## config.mk

```make
export PLATFORM = sky130hd
export DESIGN_NAME = pin_change_detector
export DESIGN_NICKNAME = d
export VERILOG_FILES = /design/src/rtl/pcd_pkg.sv /design/src/rtl/pcd_sync.sv /design/src/rtl/pcd_change.sv /design/src/rtl/pcd_flag_fsm.sv /design/src/rtl/pcd_wake.sv /design/src/rtl/pin_change_detector.sv
export SDC_FILE = /design/constraint.sdc
export NUM_CORES = 1
export LEC_CHECK = 0
export CORE_MARGIN = 3
export CORE_UTILIZATION = 44
export DETAILED_ROUTE_END_ITERATION = 10
export PLACE_DENSITY = 0.81
export SYNTH_ARGS = -nofsm -noshare
export SYNTH_HDL_FRONTEND = slang
export SYNTH_SLANG_ARGS = --single-unit
```

## constraint.sdc

```tcl
create_clock -name clk -period 1.3 [get_ports clk]
set_clock_uncertainty 0.1 [all_clocks]
set_input_delay 0.13 -clock clk [delete_from_list [all_inputs] [get_ports clk]]
set_output_delay 0.13 -clock clk [all_outputs]
set_load 0.02 [all_outputs]
```

## src/rtl/pcd_pkg.sv

```systemverilog
package pcd_pkg;
    typedef enum logic {
        FLAG_QUIET   = 1'b0,
        FLAG_PENDING = 1'b1
    } flag_state_t;
endpackage

```

## src/rtl/pcd_sync.sv

```systemverilog
module pcd_sync #(
    parameter int NPINS       = 6,
    parameter int SYNC_STAGES = 2
) (
    input  logic             clk,
    input  logic             rst_n,
    input  logic [NPINS-1:0] pin_raw,
    output logic [NPINS-1:0] smp_new,
    output logic [NPINS-1:0] smp_old
);
    localparam int CHAIN = SYNC_STAGES + 1;

    for (genvar i = 0; i < NPINS; i++) begin : g_pin
        logic [CHAIN-1:0] chain;
        always_ff @(posedge clk) begin
            if (!rst_n)
                chain <= {CHAIN{pin_raw[i]}};
            else
                chain <= {chain[CHAIN-2:0], pin_raw[i]};
        end
        assign smp_new[i] = chain[CHAIN-2];
        assign smp_old[i] = chain[CHAIN-1];
    end
endmodule

```

## src/rtl/pcd_change.sv

```systemverilog
module pcd_change #(
    parameter int NPINS = 6
) (
    input  logic [NPINS-1:0] smp_new,
    input  logic [NPINS-1:0] smp_old,
    input  logic [NPINS-1:0] pin_mask,
    output logic             any_change
);
    logic [NPINS-1:0] diff;
    always_comb begin
        diff       = (smp_new ^ smp_old) & pin_mask;
        any_change = |diff;
    end
endmodule

```

## src/rtl/pcd_flag_fsm.sv

```systemverilog
module pcd_flag_fsm
    import pcd_pkg::*;
(
    input  logic clk,
    input  logic rst_n,
    input  logic any_change,
    input  logic flag_clr,
    input  logic group_en,
    output logic flag,
    output logic irq
);
    flag_state_t state_q, state_d;

    always_ff @(posedge clk) begin
        if (!rst_n) state_q <= FLAG_QUIET;
        else        state_q <= state_d;
    end

    always_comb begin
        state_d = state_q;
        unique case (state_q)
            FLAG_QUIET:   if (any_change)             state_d = FLAG_PENDING;
            FLAG_PENDING: if (flag_clr && !any_change) state_d = FLAG_QUIET;
        endcase
    end

    always_comb begin
        flag = (state_q == FLAG_PENDING);
        irq  = flag & group_en;
    end
endmodule

```

## src/rtl/pcd_wake.sv

```systemverilog
module pcd_wake #(
    parameter int NPINS = 6
) (
    input  logic             rst_n,
    input  logic             clk_halted,
    input  logic [NPINS-1:0] pin_raw,
    input  logic [NPINS-1:0] ref_lvl,
    input  logic [NPINS-1:0] pin_mask,
    output logic             wake_req
);
    always_comb
        wake_req = rst_n & clk_halted & (|((pin_raw ^ ref_lvl) & pin_mask));
endmodule

```

## src/rtl/pin_change_detector.sv

```systemverilog
module pin_change_detector #(
    parameter int NPINS       = 6,
    parameter int SYNC_STAGES = 2
) (
    input  logic             clk,
    input  logic             rst_n,
    input  logic [NPINS-1:0] pin_raw,
    input  logic [NPINS-1:0] pin_mask,
    input  logic             group_en,
    input  logic             flag_clr,
    input  logic             clk_halted,
    output logic             flag,
    output logic             irq,
    output logic             wake_req
);
    logic [NPINS-1:0] smp_new, smp_old;
    logic             any_change;

    pcd_sync #(.NPINS(NPINS), .SYNC_STAGES(SYNC_STAGES)) u_sync (
        .clk(clk), .rst_n(rst_n), .pin_raw(pin_raw),
        .smp_new(smp_new), .smp_old(smp_old)
    );

    pcd_change #(.NPINS(NPINS)) u_change (
        .smp_new(smp_new), .smp_old(smp_old), .pin_mask(pin_mask),
        .any_change(any_change)
    );

    pcd_flag_fsm u_fsm (
        .clk(clk), .rst_n(rst_n), .any_change(any_change),
        .flag_clr(flag_clr), .group_en(group_en),
        .flag(flag), .irq(irq)
    );

    pcd_wake #(.NPINS(NPINS)) u_wake (
        .rst_n(rst_n), .clk_halted(clk_halted), .pin_raw(pin_raw),
        .ref_lvl(smp_old), .pin_mask(pin_mask), .wake_req(wake_req)
    );
endmodule

```

======== Word level (Yosys, flattened, before mapping) ========
Cells that the tools add are included.
storage, ports and cells
  register bits ........................... 19
  input bits .............................. 17
  output and inout bits ................... 3
  logic and storage cells ................. 28
cells by class
  multiplexer cells ....................... 9
  bitwise operators ....................... 8
  reductions and logical operators ........ 4
operator list
  cell               number
  $mux 3             6
  $and 6x6->6        2
  $reduce_or 6->1    2
  $xor 6x6->6        2
  $and 1x1->1        3
  $mux 1             2
  $pmux 1 s2         1
  $logic_and 1x1->1  1
  $logic_not 1->1    1
  $not 1->1          1

======== Logic depth before layout (Yosys ltp) ========
Gate-level depths: netlist of the first run.
  word-level depth ........................ 7
  depth in mapped cells ................... 3
  gate-level depth less buffers ........... 3

======== By module ========
Synthesis of the first run repeated with hierarchy kept, for this count alone.
second synthesis, totals
  cells, all modules ...................... 68
  area, all modules ....................... 848.3 sq um
by module, submodules not included
  module        instances  cells an instance  area each (sq um)  seq. area each (sq um)
  pcd_sync      1          43                 634.4              360.3
  pcd_wake      1          11                 85.1               0.0
  pcd_change    1          10                 80.1               0.0
  pcd_flag_fsm  1          4                  48.8               20.0

======== Worst setup path before layout of the first run ========
Ideal clock, no wire load.
  path kind ............................... reg-to-output
  start point ............................. reg u_sync.g_pin[4].chain[2]
  end point ............................... out wake_req
  arrival time ............................ 984 ps
  required time ........................... 1,070 ps
  setup slack ............................. 86 ps
  stages on the path, launching flop included .. 4
  buffers on the path ..................... 0
  cell sequence ........................... dfxtp_1 -> xor2_1 -> a22oi_1 -> a31oi_1
on the way
  cells in the longest elaborated chain, start to end .. 4
ends and longest elaborated chain
  element                 RTL line                   text
  from (decl)             pcd_sync.sv:14             logic [CHAIN-1:0] chain;
  from (signal assigned)  pcd_sync.sv:17             chain <= {CHAIN{pin_raw[i]}};
  from (signal assigned)  pcd_sync.sv:19             chain <= {chain[CHAIN-2:0], pin_raw[i]};
  $xor 6x6->6             pcd_wake.sv:12             wake_req = rst_n & clk_halted & (|((pin_raw ^ ref_lvl) & pin_mask));
  $and 6x6->6             pcd_wake.sv:12
  $reduce_or 6->1         pcd_wake.sv:12
  $and 1x1->1             pcd_wake.sv:12
  to (decl)               pin_change_detector.sv:14  output logic wake_req
No other way between the ends.

======== Final worst setup path of the first run ========
  start point ............................. in pin_raw[3]
  end point ............................... out wake_req
on the way
  cells in the longest elaborated chain, start to end .. 4
ends and longest elaborated chain
  element          RTL line                  text
  from (decl)      pin_change_detector.sv:7  input logic [NPINS-1:0] pin_raw,
  $xor 6x6->6      pcd_wake.sv:12
  $and 6x6->6      pcd_wake.sv:12
  $reduce_or 6->1  pcd_wake.sv:12
  $and 1x1->1      pcd_wake.sv:12
No other way between the ends.

==> flow_summary_export.csv, run 1 <==
group,metric,value,unit
status,status,"complete, but fails checks",
status,violations,"setup timing",
pwr,ir_drop,0.891,mV
synthesis,seq_area_frac_synth,55.9,%
run,drv_cap,0,
synthesis,synth.area.top_cells,"dfxtp_1 56%, nand2_1 17%, xor2_1 15%, a22oi_1 4.4%, a31oi_1 1.8%",
synthesis,yosysWarnings,0,
setup_path,cp-startpoint,"pin_raw[3]",
timing,rsz0062_at_grt,"yes",
die,dieWidth,45.3,microns
timing,worst-slew-pin-transition,0.267,ns
finish,fillers,115,
drt,vias_per_cell,4.75,
setup_path,critPathMaxFanout,3,
timing,period_needed,1.50,ns
setup_path,worstSetupEndpointType,"primary output",
setup_path,critPathMaxStageDelay,0.54,ns
finish,final_layout_size_suffix_gt1_share,17.9,%
clock_tree,clock_latency,0.30,ns
placement,place.gp.congestion,0.698,
pwr,power_switching,291,uW
die,die_h,45.3,microns
setup_path,r2r_slack,0.07,ns
global_routing,grt_pass1_vias,566,
timing,finalMaxSlewViolations,0,
timing,hold_viol,0,
finish,post-route-util,71.4,%
setup_path,cpMaxStageDelayCell,"clkdlybuf4s50_1",
clock_tree,cts_tree,"built",
synthesis,synth_area_per_cell,9.20,sq um
finish,antenna_cells,0,
timing,fmax,664,MHz
setup_path,criticalPathCategory,"in -> out",
finish,num-nets-final,124,
synthesis,synth_seq_cells,19,
global_routing,grt_max_degree,14,
synthesis,syn_area,681,sq um
setup_path,timing.rr.end,"u_fsm.flag",
drt,via_count,575,
synthesis,synth_cell_types,11,
setup_path,ff2ff_path_depth,4,
die,boundaryPins,20,
pwr,power.clock.fraction,25.3,%
die,start_util,49.2,%
synthesis,synth_top_area_cell,"dfxtp_1",
pwr,internal_power,876,uW
timing,relSlewSlack,82.2,%
synthesis,syn_nets,91,
placement,dp_hpwl,1.11,mm
placement,pre_cts_slack,-0.681,ns
drt,routed_wl,1.42,mm
finish,area_delta_synth_final,45.0,%
hold_path,hold_start,"pin_raw[2]",
hold_path,holdPathEnd,"u_sync.g_pin[2].chain[0]",
drt,ant_nets,0,
drt,drc,0,
drt,drtIter0Drc,3,
global_routing,grt_util_all_layers,17.7,%
pwr,power_density,1180,nW/um^2
pwr,pwr-share-comb,18.5,%
hold_path,hold_class,"in -> reg",
timing,finalCritPeriodShare,116,%
pwr,p_seq_share,56.2,%
clock_tree,postCtsSetupBuffers,0,
placement,portBuffers,19,
timing,fin_ws,-0.205,ns
clock_tree,cts_buffers,3,
pwr,p_total,1170,uW
clock_tree,clk_pin_slew_worst_paths,0.10,ns
pwr,swShare,24.9,%
die,rows,13,
timing,setup_violations,1,
clock_tree,cts.sinks,19,
setup_path,cp_data_arrival_time,1.27,ns
global_routing,grt_pass1_wl,2.40,mm
clock_tree,clockRootBuffer,"clkbuf_4",
setup_path,reg2reg_from,"u_sync.g_pin[2].chain[2]",
die,fp.dieArea,2050,sq um
synthesis,synth_cells,74,
setup_path,required,1.07,ns
drt,drtPass1Iterations,4,
die,core,1380,sq um
global_routing,grt_antenna_before_repair,0,
clock_tree,h-tree-depth,1,
placement,dpl_cell_area,960,sq um
setup_path,start_kind,"input port",
drt,post_drt_wl_per_cell,11.7,microns
synthesis,synth_top_area_share,55.9,%
global_routing,grt-ovfl-total,0,
pwr,leakagePower,0.000484,uW
clock_tree,hold_buffers,0,
hold_path,hold_path_depth,1,
finish,finalInstanceArea,987,sq um
setup_path,path_cells,"clkdlybuf4s50_1 -> xor2_1 -> a22oi_1 -> a31oi_1 -> buf_4",
clock_tree,clockBufferDepth,2,
-- Yosys cell counts --
master    number
a21oi_1        1
inv_1          1
a22oi_1        4
dfxtp_1       19
xor2_1        12
a222oi_1       1
nor2b_1        1
nand2_1       31
a31oi_1        2
buf_2          1
and2_1         1
-- power by group through the flow --
stage	logic [uW]	clock network [uW]	registers (uW)
final	216	295	656
after global routing	238	340	661
after CTS	220	308	656
after detailed placement	222	0	668
after global placement	218	0	664
after floorplan	94.8	0	669
-- layer usage --
layer / share of wire, % / track usage [%]
met1: 39 / 18.2
met2: 51 / 28.8
met3: 7.0 / 7.57
met4: 3.0 / 12.3
met5: 0 / 0
-- logic make-up (layout without fill, tap and decap cells) --
group | after synthesis | count (layout) | synth area share [%]
xor+xnor | 12 | 12 | 15.4
simple gates | 33 | 33 | 18.9
flops | 19 | 19 | 55.9
compound gates | 8 | 8 | 8.46
buf+inv | 2 | 34 | 1.29
-- state kept, by name, summed over array words and instances, names as in the netlist --
name / cells
u_sync.g_pin.chain: 18
u_fsm.flag: 1
-- per-stage QoR --
step / std cells / hold slack (ns) / TNS [ns]
after CTS: 121 / 0.0542 / -0.197
after floorplan: 74 / 0.0577 / 0
final: 121 / 0.0656 / -0.205
after global routing: 121 / 0.0553 / -0.266
after global placement: 117 / 0.305 / -1.21
after detailed placement: 117 / 0.313 / -1.40
-- layout by cell type, fill, tap and decap left out, types with 2 or more instances in the layout --
cell,n
a31oi_1,2
dlygate4sd2_1,2
xor2_1,11
nand2_1,31
clkbuf_4,3
clkdlybuf4s50_1,15
a22oi_1,4
dfxtp_2,3
dfxtp_1,16
buf_4,11
-- layout make-up --
cell class,instances,area (sq um),area share (%)
clock buffer,4,26.3,2.66
inverter,1,3.75,0.380
multi-input combinational,53,299,30.3
sequential,19,384,38.9
timing repair buffer,29,255,25.9
tap,15,18.8,1.90
-- what timing repair did --
item,in CTS,in global routing
setup endpoints to repair,3,3
pin swaps,2,2
gates resized for setup,15,1
-- worst max-delay path, delay by kind of cell --
family                 cells  cell delay, ns
buffers and inverters      2            0.70
XOR/XNOR                   1            0.18
AO/OA/AOI/OAI              2            0.27
-- how the worst max path moves through the flow --
stage | to | slack (ns) | cells after the start
2_1_floorplan | wake_req | 0.09 | 3
3_3_place_gp | wake_req | -0.67 | 5
3_5_place_dp | wake_req | -0.68 | 5
4_1_cts | wake_req | -0.20 | 4
5_1_grt | wake_req | -0.27 | 4
6_report | wake_req | -0.20 | 5
(Power assumes the default switching activity.)
==> run 2: changes to the inputs <==
--- a/config.mk
+++ b/config.mk
@@ -8,6 +8,7 @@
 export CORE_MARGIN = 3
 export CORE_UTILIZATION = 44
 export DETAILED_ROUTE_END_ITERATION = 10
+export HOLD_SLACK_MARGIN = 0.06
 export PLACE_DENSITY = 0.81
 export SYNTH_ARGS = -nofsm -noshare
 export SYNTH_HDL_FRONTEND = slang
==> run 2 against run 1 <==
Effect of this change:
- the run still ends with setup timing left
- non-clock buffer count increased by 1
- highest routed layer unchanged
- combinational power barely moved
- largest cell class unchanged
- clock-buffer cell count unchanged
- sequential share of layout area shrank 0.31 points
- final cell count increased by 0.83%
==> flow_summary_export.csv, run 2 (synthesis gave the netlist of run 1 again) <==
group,metric,value,unit
setup_path,path_cells,"clkdlybuf4s50_1 -> xor2_1 -> a22oi_1 -> a31oi_1 -> buf_4",
setup_path,cp_data_arrival_time,1.27,ns
timing,fin_tns_setup,-0.202,ns
global_routing,grt_pass1_wl,2.42,mm
placement,pre_cts_slack,-0.681,ns
timing,rsz0062_at_grt,"yes",
timing,fin_ws,-0.202,ns
timing,hold_viol,0,
clock_tree,clk_pin_slew_worst_paths,0.10,ns
finish,final_cells,122,
clock_tree,cts_tree,"built",
placement,dp_hpwl,1.11,mm
pwr,p_total,1170,uW
drt,drtPass1Iterations,4,
status,status,"complete, but fails checks",
finish,layout_common_cells,"31 x nand2_1, 15 x clkdlybuf4s50_1, 15 x dfxtp_1",
finish,antenna_cells,0,
timing,fmax,666,MHz
clock_tree,h-tree-depth,1,
clock_tree,postCtsSetupBuffers,0,
finish,mostFrequentLayoutCell,"nand2_1",
die,start_util,49.2,%
drt,post_drt_wl_per_cell,11.9,microns
clock_tree,clockBufferDepth,2,
timing,finalMaxSlewViolations,0,
drt,drc,0,
drt,ant_nets,0,
pwr,ir_drop,0.909,mV
drt,via_count,587,
placement,portBuffers,19,
setup_path,criticalPathCategory,"in -> out",
finish,fillers,113,
drt,vias_per_cell,4.81,
finish,final_layout_size_suffix_gt1_share,18.7,%
timing,worst-slew-pin-transition,0.274,ns
die,rows,13,
die,dieWidth,45.3,microns
die,die_h,45.3,microns
placement,place.gp.congestion,0.698,
finish,seq_area,385,sq um
setup_path,start_kind,"input port",
pwr,leakagePower,0.000488,uW
clock_tree,cts_buffers,3,
finish,multiInputGateArea,299,sq um
setup_path,worstSetupEndpointType,"primary output",
finish,area_delta_synth_final,46.7,%
die,fp.dieArea,2050,sq um
hold_path,hold_class,"in -> reg",
global_routing,grt_pass1_vias,571,
finish,top_register,"u_sync.g_pin.chain",
global_routing,grt_util_all_layers,17.8,%
timing,relSlewSlack,81.7,%
global_routing,grt-ovfl-total,0,
clock_tree,clock_latency,0.30,ns
pwr,power_density,1180,nW/um^2
drt,routed_wl,1.45,mm
setup_path,required,1.07,ns
placement,dp.cells,117,
die,boundaryPins,20,
clock_tree,clockRootBuffer,"clkbuf_4",
finish,finalInstanceArea,998,sq um
finish,num-nets-final,125,
global_routing,grt_max_degree,14,
placement,dpl_cell_area,960,sq um
global_routing,grt_antenna_before_repair,0,
setup_path,cpMaxStageDelayCell,"clkdlybuf4s50_1",
setup_path,critPathMaxStageDelay,0.54,ns
finish,largest_reg_flops,18,
drt,drtIter0Drc,3,
run,drv_cap,0,
timing,setup_violations,1,
timing,period_needed,1.50,ns
clock_tree,cts.sinks,19,
die,core,1380,sq um
status,violations,"setup timing",
timing,finalCritPeriodShare,116,%
setup_path,critPathMaxFanout,3,
==> run 2: changes by cell type in the layout (fill, tap and decap cells not counted), sizes merged <==
cell,before,now
dlygate4sd3,0,1
==> run 2: worst paths after layout <==
path | depth (start not counted) | start | slack [ns] | to
setup / recovery | 5 | pin_raw[3] | -0.20 | wake_req
hold / removal | 3 | pin_raw[2] | 0.19 | u_sync.g_pin[2].chain[2]
setup reg to reg | 4 | u_sync.g_pin[2].chain[2] | 0.07 | u_fsm.flag
hold reg to reg | 2 | u_sync.g_pin[1].chain[0] | 0.34 | u_sync.g_pin[1].chain[1]
==> run 2: power breakdown <==
group	switching, uW	internal, uW	leakage [uW]	total (uW)
registers	26.4	630	0.000161	656
logic	90.4	128	0.000313	219
clock network	179	120	0.0000150	298
total	295	878	0.000488	1170
==> run 2: timing repair <==
action	in CTS	in global routing
hold endpoints to repair	1	0
endpoints found under the setup margin	3	3
pin swaps	2	2
gates cloned	0	0
resized for setup	15	2
hold buffers	1	0
==> run 2: area by class of cell <==
type | instances | share of cell area [%]
Sequential cell | 19 | 38.6
Multi-Input combinational cell | 53 | 29.9
Timing Repair Buffer | 30 | 26.6
Clock buffer | 4 | 2.63
Tap cell | 15 | 1.88
Inverter | 1 | 0.376
==> run 2: layer usage <==
metal / GRT usage (%) / vias up / routed length, microns / part of all wire (%)
met5: 0 / - / 0 / 0
met4: 12.3 / 0 / 43 / 3.0
met3: 7.57 / 5 / 81 / 5.6
met2: 29.1 / 13 / 730 / 50
met1: 18.2 / 266 / 594 / 41
li1: - / 303 / - / -
==> run 2: worst max-delay path, delay by kind of cell <==
kind,cells,cell delay (ns)
buffers and inverters,2,0.70
AO/OA/AOI/OAI,2,0.27
XOR/XNOR,1,0.17
==> run 2: through the flow <==
step,utilization (%),hold slack (ns)
2_1_floorplan,-,0.0577
3_3_place_gp,69.4,0.305
3_5_place_dp,69.4,0.313
4_1_cts,72.6,0.174
5_1_grt,72.2,0.193
6_report,72.2,0.189
==> run 3: changes to the inputs <==
--- a/config.mk
+++ b/config.mk
@@ -7,8 +7,9 @@
 export LEC_CHECK = 0
 export CORE_MARGIN = 3
 export CORE_UTILIZATION = 44
+export CTS_CLUSTER_DIAMETER = 120
 export DETAILED_ROUTE_END_ITERATION = 10
-export HOLD_SLACK_MARGIN = 0.06
+export HOLD_SLACK_MARGIN = 0.15
 export PLACE_DENSITY = 0.81
 export SYNTH_ARGS = -nofsm -noshare
 export SYNTH_HDL_FRONTEND = slang
==> results of run 3 <==
Final layout, timing and power as in run 2 (identical DEF).
